### src/rtl/pmc_pkg.sv
package pmc_pkg;

  typedef enum logic [2:0] {
    ST_IDLE,   // deselected, precharge complete
    ST_PRE,    // deselected, precharge running
    ST_ASU,    // address placed, enable still high
    ST_WSU,    // write data and column placed, strobe high
    ST_WLO,    // write strobe low
    ST_RACC,   // read access time running
    ST_OPEN    // row open, waiting for a request
  } pmc_state_e;

  function automatic int max_of4(input int a, input int b, input int c, input int d);
    int m;
    m = a;
    if (b > m) m = b;
    if (c > m) m = c;
    if (d > m) m = d;
    return m;
  endfunction

endpackage

### src/rtl/pmc_down_timer.sv
module pmc_down_timer #(
  parameter int W = 4
) (
  input  logic         clk,
  input  logic         rst,
  input  logic         load,
  input  logic [W-1:0] load_val,
  output logic         last
);

  logic [W-1:0] cnt;

  always_ff @(posedge clk) begin
    if (rst)
      cnt <= '0;
    else if (load)
      cnt <= load_val;
    else if (cnt != '0)
      cnt <= cnt - 1'b1;
  end

  assign last = (cnt == W'(1));

  // a zero load would never report completion and hang the sequencer
  assert_nonzero_load_R3: assert property (@(posedge clk) disable iff (rst)
    load |-> (load_val != '0));

endmodule

### src/rtl/pmc_idle_timer.sv
module pmc_idle_timer #(
  parameter int LIMIT = 64
) (
  input  logic clk,
  input  logic rst,
  input  logic run,
  output logic expire
);

  localparam int W = (LIMIT > 1) ? $clog2(LIMIT) : 1;

  logic [W-1:0] cnt;

  always_ff @(posedge clk) begin
    if (rst || !run)
      cnt <= '0;
    else if (cnt != W'(LIMIT - 1))
      cnt <= cnt + 1'b1;
  end

  assign expire = run && (cnt == W'(LIMIT - 1));

endmodule

### src/rtl/pmc_row_match.sv
module pmc_row_match #(
  parameter int ADDR_W = 17,
  parameter int COL_W  = 3
) (
  input  logic [ADDR_W-1:0] req_a,
  input  logic [ADDR_W-1:0] open_a,
  output logic              hit
);

  assign hit = (req_a[ADDR_W-1:COL_W] == open_a[ADDR_W-1:COL_W]);

endmodule

### src/rtl/pagemem_host.sv
module pagemem_host
  import pmc_pkg::*;
#(
  parameter int ADDR_W   = 17,
  parameter int DATA_W   = 8,
  parameter int COL_W    = 3,
  parameter int ACC_CYC  = 4,
  parameter int PAGE_CYC = 2,
  parameter int WE_CYC   = 2,
  parameter int PRE_CYC  = 3,
  parameter int IDLE_CYC = 64
) (
  input  logic              clk,
  input  logic              rst,
  input  logic              req_valid,
  input  logic              req_write,
  input  logic [ADDR_W-1:0] req_addr,
  input  logic [DATA_W-1:0] req_wdata,
  output logic              req_ready,
  output logic [DATA_W-1:0] rd_data,
  output logic              rd_valid,
  output logic [ADDR_W-1:0] mem_addr,
  output logic              mem_ce1_n,
  output logic              mem_ce2,
  output logic              mem_we_n,
  output logic              mem_oe_n,
  output logic [DATA_W-1:0] mem_dq_out,
  output logic              mem_dq_oe,
  input  logic [DATA_W-1:0] mem_dq_in
);

  localparam int TMR_MAX = max_of4(ACC_CYC, PAGE_CYC, WE_CYC, PRE_CYC);
  localparam int TMR_W   = $clog2(TMR_MAX + 1);
  localparam int GAP_CAP = PRE_CYC + 1;
  localparam int GAP_W   = $clog2(GAP_CAP + 1);

  pmc_state_e state, state_d;

  logic [ADDR_W-1:0] addr_q, addr_d;
  logic              ce1_q, ce1_d;
  logic              we_q, we_d;
  logic              oe_q, oe_d;
  logic [DATA_W-1:0] dqo_q, dqo_d;
  logic              dqoe_q, dqoe_d;
  logic [DATA_W-1:0] rdd_q, rdd_d;
  logic              rv_q, rv_d;
  logic              pv_q, pv_d;
  logic              pw_q, pw_d;
  logic [ADDR_W-1:0] pa_q, pa_d;
  logic [DATA_W-1:0] pd_q, pd_d;

  logic              accept;
  logic              row_hit;
  logic              tmr_load;
  logic [TMR_W-1:0]  tmr_val;
  logic              tmr_last;
  logic              idle_run;
  logic              idle_expire;

  assign req_ready = (state == ST_IDLE) || (state == ST_OPEN);
  assign accept    = req_valid && req_ready;
  assign idle_run  = (state == ST_OPEN) && !accept;

  pmc_row_match #(.ADDR_W(ADDR_W), .COL_W(COL_W)) u_row (
    .req_a  (req_addr),
    .open_a (addr_q),
    .hit    (row_hit)
  );

  pmc_down_timer #(.W(TMR_W)) u_tmr (
    .clk      (clk),
    .rst      (rst),
    .load     (tmr_load),
    .load_val (tmr_val),
    .last     (tmr_last)
  );

  pmc_idle_timer #(.LIMIT(IDLE_CYC)) u_idle (
    .clk    (clk),
    .rst    (rst),
    .run    (idle_run),
    .expire (idle_expire)
  );

  always_comb begin
    state_d  = state;
    addr_d   = addr_q;
    ce1_d    = ce1_q;
    we_d     = we_q;
    oe_d     = oe_q;
    dqo_d    = dqo_q;
    dqoe_d   = dqoe_q;
    rdd_d    = rdd_q;
    rv_d     = 1'b0;
    pv_d     = pv_q;
    pw_d     = pw_q;
    pa_d     = pa_q;
    pd_d     = pd_q;
    tmr_load = 1'b0;
    tmr_val  = '0;
    case (state)
      ST_IDLE: begin
        if (accept) begin
          addr_d  = req_addr;
          pw_d    = req_write;
          pd_d    = req_wdata;
          state_d = ST_ASU;
        end
      end
      ST_PRE: begin
        if (tmr_last) begin
          if (pv_q) begin
            addr_d  = pa_q;
            state_d = ST_ASU;
          end else begin
            state_d = ST_IDLE;
          end
        end
      end
      ST_ASU: begin
        ce1_d = 1'b0;
        pv_d  = 1'b0;
        if (pw_q) begin
          dqo_d   = pd_q;
          dqoe_d  = 1'b1;
          oe_d    = 1'b1;
          state_d = ST_WSU;
        end else begin
          oe_d     = 1'b0;
          tmr_load = 1'b1;
          tmr_val  = TMR_W'(ACC_CYC);
          state_d  = ST_RACC;
        end
      end
      ST_WSU: begin
        we_d     = 1'b0;
        tmr_load = 1'b1;
        tmr_val  = TMR_W'(WE_CYC);
        state_d  = ST_WLO;
      end
      ST_WLO: begin
        if (tmr_last) begin
          we_d    = 1'b1;
          state_d = ST_OPEN;
        end
      end
      ST_RACC: begin
        if (tmr_last) begin
          rdd_d   = mem_dq_in;
          rv_d    = 1'b1;
          state_d = ST_OPEN;
        end
      end
      ST_OPEN: begin
        dqoe_d = 1'b0;
        if (accept) begin
          if (row_hit) begin
            addr_d = req_addr;
            if (req_write) begin
              dqo_d   = req_wdata;
              dqoe_d  = 1'b1;
              oe_d    = 1'b1;
              state_d = ST_WSU;
            end else begin
              oe_d     = 1'b0;
              tmr_load = 1'b1;
              tmr_val  = TMR_W'(PAGE_CYC);
              state_d  = ST_RACC;
            end
          end else begin
            ce1_d    = 1'b1;
            oe_d     = 1'b1;
            pv_d     = 1'b1;
            pw_d     = req_write;
            pa_d     = req_addr;
            pd_d     = req_wdata;
            tmr_load = 1'b1;
            tmr_val  = TMR_W'(PRE_CYC);
            state_d  = ST_PRE;
          end
        end else if (idle_expire) begin
          ce1_d    = 1'b1;
          oe_d     = 1'b1;
          pv_d     = 1'b0;
          tmr_load = 1'b1;
          tmr_val  = TMR_W'(PRE_CYC);
          state_d  = ST_PRE;
        end
      end
      default: state_d = ST_IDLE;
    endcase
  end

  always_ff @(posedge clk) begin
    if (rst) begin
      state  <= ST_IDLE;
      addr_q <= '0;
      ce1_q  <= 1'b1;
      we_q   <= 1'b1;
      oe_q   <= 1'b1;
      dqo_q  <= '0;
      dqoe_q <= 1'b0;
      rdd_q  <= '0;
      rv_q   <= 1'b0;
      pv_q   <= 1'b0;
      pw_q   <= 1'b0;
      pa_q   <= '0;
      pd_q   <= '0;
    end else begin
      state  <= state_d;
      addr_q <= addr_d;
      ce1_q  <= ce1_d;
      we_q   <= we_d;
      oe_q   <= oe_d;
      dqo_q  <= dqo_d;
      dqoe_q <= dqoe_d;
      rdd_q  <= rdd_d;
      rv_q   <= rv_d;
      pv_q   <= pv_d;
      pw_q   <= pw_d;
      pa_q   <= pa_d;
      pd_q   <= pd_d;
    end
  end

  assign mem_addr   = addr_q;
  assign mem_ce1_n  = ce1_q;
  assign mem_ce2    = 1'b1;
  assign mem_we_n   = we_q;
  assign mem_oe_n   = oe_q;
  assign mem_dq_out = dqo_q;
  assign mem_dq_oe  = dqoe_q;
  assign rd_data    = rdd_q;
  assign rd_valid   = rv_q;

  // ---------------------------------------------------------------- checks
  logic [GAP_W-1:0] gap_cnt;

  always_ff @(posedge clk) begin
    if (rst)
      gap_cnt <= GAP_W'(GAP_CAP);
    else if (!mem_ce1_n)
      gap_cnt <= '0;
    else if (gap_cnt != GAP_W'(GAP_CAP))
      gap_cnt <= gap_cnt + 1'b1;
  end

  assert_precharge_gap_R6: assert property (@(posedge clk) disable iff (rst)
    $fell(mem_ce1_n) |-> (gap_cnt == GAP_W'(GAP_CAP)));

  assert_addr_setup_R2: assert property (@(posedge clk) disable iff (rst)
    $fell(mem_ce1_n) |-> $stable(mem_addr));

  assert_row_held_R4: assert property (@(posedge clk) disable iff (rst)
    (!mem_ce1_n && $past(!mem_ce1_n)) |->
      (mem_addr[ADDR_W-1:COL_W] == $past(mem_addr[ADDR_W-1:COL_W])));

  assert_no_contention_R5: assert property (@(posedge clk) disable iff (rst)
    mem_dq_oe |-> mem_oe_n);

  assert_strobe_frame_R5: assert property (@(posedge clk) disable iff (rst)
    !mem_we_n |-> (!mem_ce1_n && mem_dq_oe && !req_ready));

  assert_strobe_gap_R5: assert property (@(posedge clk) disable iff (rst)
    $rose(mem_we_n) |=> mem_we_n);

  assert_single_pulse_R3: assert property (@(posedge clk) disable iff (rst)
    rd_valid |=> !rd_valid);

  assert_sample_enabled_R3: assert property (@(posedge clk) disable iff (rst)
    $rose(rd_valid) |-> ($past(!mem_oe_n) && $past(!mem_ce1_n)));

endmodule

### config.mk
export PLATFORM = sky130hd
export DESIGN_NAME = pagemem_host
export DESIGN_NICKNAME = d
export VERILOG_FILES = /design/src/rtl/pmc_pkg.sv /design/src/rtl/pmc_down_timer.sv /design/src/rtl/pmc_idle_timer.sv /design/src/rtl/pmc_row_match.sv /design/src/rtl/pagemem_host.sv
export SDC_FILE = /design/constraint.sdc
export NUM_CORES = 1
export LEC_CHECK = 0
export BUFFER_PORTS_ARGS = -buffer_cell sky130_fd_sc_hd__buf_2
export CORE_MARGIN = 5
export CORE_UTILIZATION = 55
export CTS_CLUSTER_DIAMETER = 50
export DETAILED_ROUTE_END_ITERATION = 7
export GPL_TIMING_DRIVEN = 1
export PLACE_DENSITY = 0.88
export SYNTH_ARGS = -nofsm -noshare
export SYNTH_HDL_FRONTEND = slang
export SYNTH_HIERARCHICAL = 1
export SYNTH_SLANG_ARGS = --single-unit
### constraint.sdc
create_clock -name clk -period 3.14 [get_ports clk]
set_input_delay 0.471 -clock clk [delete_from_list [all_inputs] [get_ports clk]]
set_output_delay 0.471 -clock clk [all_outputs]
set_load 0.02 [all_outputs]
==> reports/summary.txt, run 1 <==
status: finished clean
Final Max Tran Viols: 0
worst reg2reg path depth: 8
f_max: 394 MHz
IO Pins: 77
initial antenna violation count: 0
vias in the first global route: 3103
clk root buf: clkbuf_8
ranking of synthesized cells by area: dfxtp_1 (41%), mux2i_1 (9.1%), nand2_1 (5.7%)
DRC Markers: 0
Die W: 92.3 um
Setup-failing EPs final: 0
Cell Int Power: 2.20 mW
layout overhead on the synthesized area: 15.1%
Sw Ratio: 36.8%
WHS Path Cells: 3
Final min period: 2.54 ns
first-pass GRT wire length: 14000 um
Final GP Congestion: 0.878
Global Route Usage Sum: 20.2%
top_reg_cell synth: dfxtp_1
final period utilization: 80.9%
WS Path Type: reg2reg
# H-tree levels: 3
Slew HR: 18.2%
Startpoint Class: flop
r2r setup slk: 0.60 ns
leading cell type in the layout, fill and taps excluded: dfxtp_1
global route overflow: 0
Chip Height: 92.3 um
final std cells w/o fill: 557
layout cell share with drive strength beyond 1: 25.6%
Critical Path RT: 3.36 ns
Mean Syn Cell Area: 9.10 um^2
vias per cell: 5.63
Mapped Cells: 409
DRT antenna net count: 0
Worst EP arrival: 2.76 ns
final hold vios: 0
Post-Route Skew: 0.00886 ns
post-detail-place hpwl: 5850 um
clk sinks: 77
largest net degree at the start of global routing: 42
CTS tree: built
Resize count post-CTS: 0
initial core utilization: 55.7%
setup TNS: 0 ns
Net Switching: 1.28 mW
Gate power share: 40.0%
Max VDD drop: 0.000491 V
HP Start: mem_dq_in[5]
ys async rst share: 0%
Rows: 30
endpoint type of the worst setup path: flop
CTS Hold Bufs: 0
Pwr Total: 3.48 mW
number of buffers created by CTS: 9
#FFs+latches synth: 77
Leak Pwr: 1.66 nW
number of flops mapped to enable cells by yosys: 0
I/O Buffers: 75
largest area contributor in the netlist: dfxtp_1
Die ar.: 0.00852 mm^2
hold path endpoint: rd_data[5]
Clk pwr share: 23.0%
worst min path class: in2reg
synthesized area: 0.00372 mm^2
Max-Cap Viols: 0
post-synthesis cell type count: 55
Ys Warns: 6
Final Routed Wirelength: 8280 um
reg-to-reg startpoint: mem_addr[3]
fin nets: 514
Starting DRT DRC Count: 146
Flop pwr share: 36.9%
wire per inst: 14.9 um
syn_nets: 450
most frequent cells in the layout: dfxtp_1 (77), buf_2 (75), nand2_1 (57)
sequential area share after synthesis: 41.4%
Slew @ Worst Pin: 1.22 ns
via count: 3138
RR Endpoint: u_tmr/cnt[0]
Inserted Diodes: 0
placed insts: 542
worst skew pair latency: 0.35 ns
share of the synthesized area in the top cell type: 41.4%
CTS clk-pin slew, worst paths: 0.08 ns
Clock Path Buffers: 2
CP max FO: 8
power per cell area: 813 mW/mm^2
RSZ-0062 raised after global routing: false
Post-CTS Setup Bufs: 0
placeable core region: 0.00668 mm^2
first-pass iteration count of the detailed router: 6
metal layers:
metal | up-vias | wire length [um] | track usage (%) | share of wire [%]
met2 | 90 | 4190 | 35.0 | 51
met5 | - | 0 | 0 | 0
met1 | 1469 | 3430 | 23.3 | 41
met3 | 10 | 559 | 7.22 | 6.8
met4 | 0 | 97 | 6.06 | 1.2
li1 | 1569 | - | - | -
synth_stat cells, types with 2 or more instances:
cell type  number
dfxtp_1        77
nand2_1        57
a21oi_1        38
mux2i_1        34
nor2_1         25
nor3_1         23
a211oi_1       17
xnor2_1        15
a211oi_2       10
clkbuf_1       10
nand2b_1        9
buf_2           7
nor2b_1         7
buf_4           6
buf_6           5
o21ai_0         5
a31oi_1         4
and3_1          4
ha_1            4
inv_1           4
nand4_1         4
a2111oi_1       3
nand3_1         3
a21o_1          2
a221o_1         2
nor4b_1         2
o21a_1          2
o32ai_1         2
or2_2           2
area by class of cell:
| class | instances | area (um^2) |
|---|---|---|
| clock buffers | 11 | 141 |
| well taps | 80 | 100 |
| multi-input cells | 297 | 1980 |
| fillers | 560 | 2400 |
| repair buffers | 83 | 435 |
| clock inverters | 4 | 72.6 |
| inverters | 5 | 18.8 |
| flip-flops and latches | 77 | 1540 |
kinds of logic (layout without fill, tap and decap cells):
kind of cell / count (synthesis) / after routing / synth area share, %
AO/OA/AOI/OAI: 92 / 92 / 18.2
multiplexers: 34 / 34 / 9.14
AND/OR/NAND/NOR: 150 / 150 / 20.4
other: 1 / 1 / 0.101
flip-flops: 77 / 77 / 41.4
XOR/XNOR: 16 / 16 / 3.76
adder cells (fa/ha/maj): 4 / 4 / 1.34
buffers and inverters: 35 / 103 / 5.71
power by group through the flow:
stage               clock network, mW  registers [mW]  logic, mW
floorplan                           0            1.40       1.01
global placement                    0            1.30       1.36
detailed placement                  0            1.31       1.39
CTS                             0.827            1.29       1.40
global route                    0.867            1.31       1.53
finish                          0.802            1.29       1.39
critical path, cell delays in order, from the launching register on:
cell	delay (ns)
dfxtp_1	0.33
xnor2_1	0.20
nand4_1	0.14
nor4_2	0.56
a31oi_1	0.18
and3_1	0.23
o21a_1	0.26
nor2b_1	0.16
a2111oi_1	0.36
sequential cells by signal, summed over array words and instances, names as in the netlist:
signal	count
mem_dq_out	8
u_tmr/cnt	3
mem_ce1_n	1
pw_q	1
state	3
pd_q	8
rd_data	8
mem_addr	17
pa_q	17
pv_q	1
mem_oe_n	1
u_idle/cnt	6
mem_we_n	1
rd_valid	1
mem_dq_oe	1
through the flow:
stage	hold WS (ns)	instance area (um^2)	setup WS [ns]	utilization, %
after global placement	0.440	4070	0.503	60.9
after global routing	0.334	4290	0.315	64.1
after detailed placement	0.446	4070	0.397	60.9
final	0.353	4290	0.600	64.1
after floorplan	0.436	3720	0.903	-
after CTS	0.331	4290	0.602	64.1
worst max path at each step:
stage / from / to / cells past startpoint
6_report: mem_addr[3] / u_tmr/cnt[0] / 8
5_1_grt: mem_addr[8] / mem_dq_out[0] / 7
4_1_cts: mem_addr[3] / u_tmr/cnt[0] / 8
3_5_place_dp: req_addr[3] / mem_dq_out[2] / 8
3_3_place_gp: req_addr[3] / mem_dq_out[4] / 8
2_1_floorplan: state[1] / u_tmr/cnt[0] / 11
Power figures use the tool's default switching activity.
==> inputs of run 2 (changes only) <==
==> constraint.sdc (replaced) <==
create_clock -name clk -period 2.4 [get_ports clk]
set_input_delay 0.36 -clock clk [delete_from_list [all_inputs] [get_ports clk]]
set_output_delay 0.36 -clock clk [all_outputs]
set_load 0.02 [all_outputs]
==> run 2 against run 1 <==
  * Critical path depth did not move
  * Wire length grew 3.7%
  * Critical path type unchanged
  * Worst hold slack worse by 0.10 ns
  * Count of clock-buffer cells in the layout is 1 lower
==> reports/summary.txt, run 2 (synthesis gave the netlist of run 1 again) <==
CTS Hold Bufs: 0
Sw Ratio: 38.3%
DRC Markers: 0
status: finished clean
Leak Pwr: 1.72 nW
leading cell type in the layout, fill and taps excluded: buf_2
GRT met3 Usage: 6.32%
initial core utilization: 55.7%
Chip Height: 92.3 um
Clock Path Buffers: 2
clk sinks: 77
endpoint type of the worst setup path: flop
most frequent cells in the layout: buf_2 (75), dfxtp_1 (74), nand2_1 (57)
CP bufs+invs: 0
CTS clk-pin slew, worst paths: 0.08 ns
final period utilization: 95.1%
largest net degree at the start of global routing: 35
CP Cell Sequence: xnor2_1 -> nand4_1 -> nor4_4 -> a31oi_2 -> and3_1 -> o21a_2 -> nor4b_1 -> a2111oi_2
r2r setup slk: 0.12 ns
Final Max Tran Viols: 0
met2 Resource Use GR: 34.6%
Slowest cell on crit path: nor4_4
placed insts: 552
initial antenna violation count: 0
Post-CTS Setup Bufs: 0
Die W: 92.3 um
IO Pins: 77
Flop pwr share: 36.9%
Gate power share: 42.5%
placeable core region: 0.00668 mm^2
worst skew pair latency: 0.35 ns
Rows: 30
CTS tree: built
post-detail-place hpwl: 6210 um
Startpoint Class: flop
Global Route Usage Sum: 20.6%
final hold vios: 0
vias in the first global route: 3164
Starting DRT DRC Count: 168
first-pass GRT wire length: 14300 um
vias per cell: 5.65
GR peak layer: met2
first-pass iteration count of the detailed router: 4
final std cells w/o fill: 568
layout overhead on the synthesized area: 18.4%
Cell Int Power: 2.82 mW
Resize count post-CTS: 0
layout cell share with drive strength beyond 1: 29.5%
global route overflow: 0
Inserted Diodes: 0
Final min period: 2.28 ns
Max VDD drop: 0.000687 V
GR met1 Demand/Resource: 25.2%
Worst EP arrival: 2.50 ns
Slew HR: 50.9%
Final GP Congestion: 0.921
Setup-failing EPs final: 0
DRT antenna net count: 0
setup slack at placement: -0.108 ns
RSZ-0062 raised after global routing: false
I/O Buffers: 75
worst min path class: in2reg
critical path's top delay family: simple AND/OR/NAND/NOR gates
# H-tree levels: 3
final worst slack: 0.118 ns
Post-Route Skew: 0.00870 ns
f_max: 438 MHz
fin nets: 524
power per cell area: 1040 mW/mm^2
number of buffers created by CTS: 9
Slew @ Worst Pin: 0.736 ns
WS Path Type: reg2reg
Critical Path RT: 2.61 ns
via count: 3210
Largest stage delay, worst path: 0.40 ns
Net Switching: 1.75 mW
CP max FO: 8
Max-Cap Viols: 0
Final Routed Wirelength: 8580 um
Die ar.: 0.00852 mm^2
Clk pwr share: 20.6%
clk root buf: clkbuf_8
wire per inst: 15.1 um
[run 2: cell count changes in the layout (fill, tap and decap cells not counted), moves of 2 or more]
cell     change
dfxtp_1      -3
dfxtp_2      +3
buf_12       +2
buf_4        +8
nor2_2       +2
nor2_1       -2
[run 2: metal layers]
layer	wire length [um]	up-vias	part of all wire, %
li1	-	1590	-
met1	3590	1506	42
met2	4250	100	49
met3	601	14	7.0
met4	141	0	1.6
met5	0	-	0
[run 2: worst paths after layout]
check | start | endpoint | cells past startpoint
worst min register to register | rd_data[7] | rd_data[7] | 2
worst max-delay path | mem_addr[11] | u_tmr/cnt[0] | 8
worst min-delay path | mem_dq_in[7] | rd_data[7] | 3
worst max register to register | mem_addr[11] | u_tmr/cnt[0] | 8
[run 2: power groups by stage]
| stage | combinational (mW) | clock (mW) | sequential, mW |
|---|---|---|---|
| 2_1_floorplan | 1.32 | 0 | 1.83 |
| 3_3_place_gp | 1.84 | 0 | 1.69 |
| 3_5_place_dp | 1.91 | 0 | 1.70 |
| 4_1_cts | 1.91 | 0.975 | 1.68 |
| 5_1_grt | 2.11 | 1.02 | 1.72 |
| 6_report | 1.94 | 0.942 | 1.69 |
[run 2: per-stage QoR]
step / area [um^2] / TNS (ns) / hold WS [ns] / utilization [%] / power, mW
after global routing: 4410 / 0 / 0.241 / 66.0 / 4.85
after CTS: 4360 / 0 / 0.228 / 65.3 / 4.57
after floorplan: 3720 / 0 / 0.428 / - / 3.15
after global placement: 4170 / 0 / 0.441 / 62.4 / 3.53
after detailed placement: 4170 / -0.723 / 0.449 / 62.4 / 3.61
final: 4410 / 0 / 0.249 / 66.0 / 4.57
[run 2: cell type report]
cell class | instances | area (um^2)
multi-input cells | 297 | 2020
clock inverters | 6 | 63.8
fillers | 541 | 2270
repair buffers | 93 | 536
clock buffers | 10 | 128
well taps | 80 | 100
flip-flops and latches | 77 | 1550
inverters | 5 | 18.8
[run 2: worst register-to-register path, cell delays in order, from the launching register on]
cell and delay (ns):
dfxtp_2 0.34, xnor2_1 0.18, nand4_1 0.16, nor4_4 0.40
a31oi_2 0.15, and3_1 0.21, o21a_2 0.25, nor4b_1 0.35
a2111oi_2 0.09
==> inputs of run 3 (changes only) <==
--- a/config.mk
+++ b/config.mk
@@ -6,11 +6,13 @@
 export NUM_CORES = 1
 export LEC_CHECK = 0
 export BUFFER_PORTS_ARGS = -buffer_cell sky130_fd_sc_hd__buf_2
+export CORE_ASPECT_RATIO = 0.6
 export CORE_MARGIN = 5
 export CORE_UTILIZATION = 55
 export CTS_CLUSTER_DIAMETER = 50
 export DETAILED_ROUTE_END_ITERATION = 7
 export GPL_TIMING_DRIVEN = 1
+export MAX_ROUTING_LAYER = met4
 export PLACE_DENSITY = 0.88
 export SYNTH_ARGS = -nofsm -noshare
 export SYNTH_HDL_FRONTEND = slang
==> run 3 against run 2 <==
  * Via count is 3.2% higher
  * Global-route usage grew 2.5 points
  * Clock power grew 41%
  * Critical path type unchanged
  * Largest power group unchanged
==> reports/summary.txt, run 3 (synthesis gave the netlist of run 1 again) <==
Post-Route Skew: 0.00402 ns
f_max: 445 MHz
worst min path class: in2reg
Starting DRT DRC Count: 359
CTS clk-pin slew, worst paths: 0.06 ns
first-pass GRT wire length: 15000 um
filler instances: 508
Inserted Diodes: 0
status: finished clean
clk sinks: 77
largest net degree at the start of global routing: 30
Die ar.: 0.00857 mm^2
final hold vios: 0
critical path's top delay family: simple AND/OR/NAND/NOR gates
power per cell area: 1120 mW/mm^2
Resize count post-CTS: 0
CTS Hold Bufs: 0
WS Path Type: reg2reg
leading cell type in the layout, fill and taps excluded: dfxtp_1
DRT met1 WL: 4330 um
global route overflow: 0
initial core utilization: 56.3%
uppermost layer routed: met4
DRC Markers: 0
Setup-failing EPs final: 0
CTS tree: built
CP Cell Sequence: xnor2_1 -> nand4_1 -> nor4_4 -> buf_4 -> nand2_1 -> a221oi_4 -> buf_12 -> nor2_1 -> a211oi_1
CP bufs+invs: 2
final std cells w/o fill: 571
number of buffers created by CTS: 9
Max-Cap Viols: 0
via count: 3312
vias in the first global route: 3160
Final min period: 2.25 ns
placed insts: 555
clk root buf: clkbuf_16
post-detail-place hpwl: 6410 um
first-pass iteration count of the detailed router: 5
Clock Path Buffers: 2
fin nets: 520
DRT antenna net count: 0
Die W: 116 um
Slowest cell on crit path: dfxtp_1
RSZ-0062 raised after global routing: false
met3 WL: 719 um
Rows: 23
endpoint type of the worst setup path: flop
vias per cell: 5.80
DR WL met2: 4230 um
Critical Path Stages: 9
Leak Pwr: 1.75 nW
Critical Path RT: 2.65 ns
setup TNS: 0 ns
Chip Height: 73.7 um
Final GP Congestion: 0.873
Largest stage delay, worst path: 0.43 ns
Startpoint Class: flop
WHS Path Cells: 3
Final Max Tran Viols: 0
Post-CTS Setup Bufs: 0
layout overhead on the synthesized area: 20.7%
CP max FO: 16
final period utilization: 93.6%
Global Route Usage Sum: 23.1%
layout cell share with drive strength beyond 1: 27.5%
I/O Buffers: 75
worst skew pair latency: 0.34 ns
# H-tree levels: 3
worst reg2reg path depth: 9
most frequent cells in the layout: dfxtp_1 (77), buf_2 (75), nand2_1 (57)
wire per inst: 16.6 um
Worst EP arrival: 2.49 ns
IO Pins: 77
placeable core region: 0.00662 mm^2
initial antenna violation count: 0
Final Routed Wirelength: 9450 um
Max VDD drop: 0.000680 V
run 3: path summary, 6_finish.rpt:
check | from | slack (ns) | end
min | mem_dq_in[1] | 0.26 | rd_data[1]
max | mem_addr[3] | 0.15 | mem_dq_out[2]
max reg2reg | mem_addr[3] | 0.15 | mem_dq_out[2]
min reg2reg | rd_data[0] | 0.45 | rd_data[0]
run 3: per-layer routing:
| layer | vias up | track usage [%] |
|---|---|---|
| met5 | - | - |
| met1 | 1582 | 29.3 |
| met3 | 18 | 7.41 |
| li1 | 1588 | - |
| met2 | 124 | 34.2 |
| met4 | 0 | 9.40 |
run 3: stage by stage:
step / worst slack [ns] / instance area [um^2] / total power, mW / utilization [%] / hold slack (ns)
detailed placement: 0.0674 / 4160 / 3.62 / 62.9 / 0.447
floorplan: 0.163 / 3720 / 3.15 / - / 0.428
finish: 0.153 / 4490 / 5.01 / 67.9 / 0.258
global route: 0.0154 / 4490 / 5.27 / 67.9 / 0.261
global placement: 0.110 / 4160 / 3.54 / 62.9 / 0.439
CTS: 0.0309 / 4460 / 4.96 / 67.4 / 0.252
run 3: worst reg2reg max path: cells and delay by family (launching register included):
kind	cells	cell delay, ns
buf+inv	2	0.37
compound gates	2	0.55
xor+xnor	1	0.16
simple gates	4	0.66
flops	1	0.43
run 3: area by class of cell:
class	instances	area (um^2)	share of cell area (%)
clock buffers	14	284	6.32
clock inverters	2	15.0	0.334
inverters	5	18.8	0.418
multi-input cells	297	2010	44.7
flip-flops and latches	77	1540	34.3
well taps	87	109	2.42
repair buffers	89	518	11.5
run 3: power breakdown:
part | switching [mW] | leakage [nW] | internal (mW)
registers | 0.176 | 0.627 | 1.51
logic | 1.15 | 0.986 | 0.849
clock network | 0.514 | 0.141 | 0.813
total | 1.84 | 1.75 | 3.17
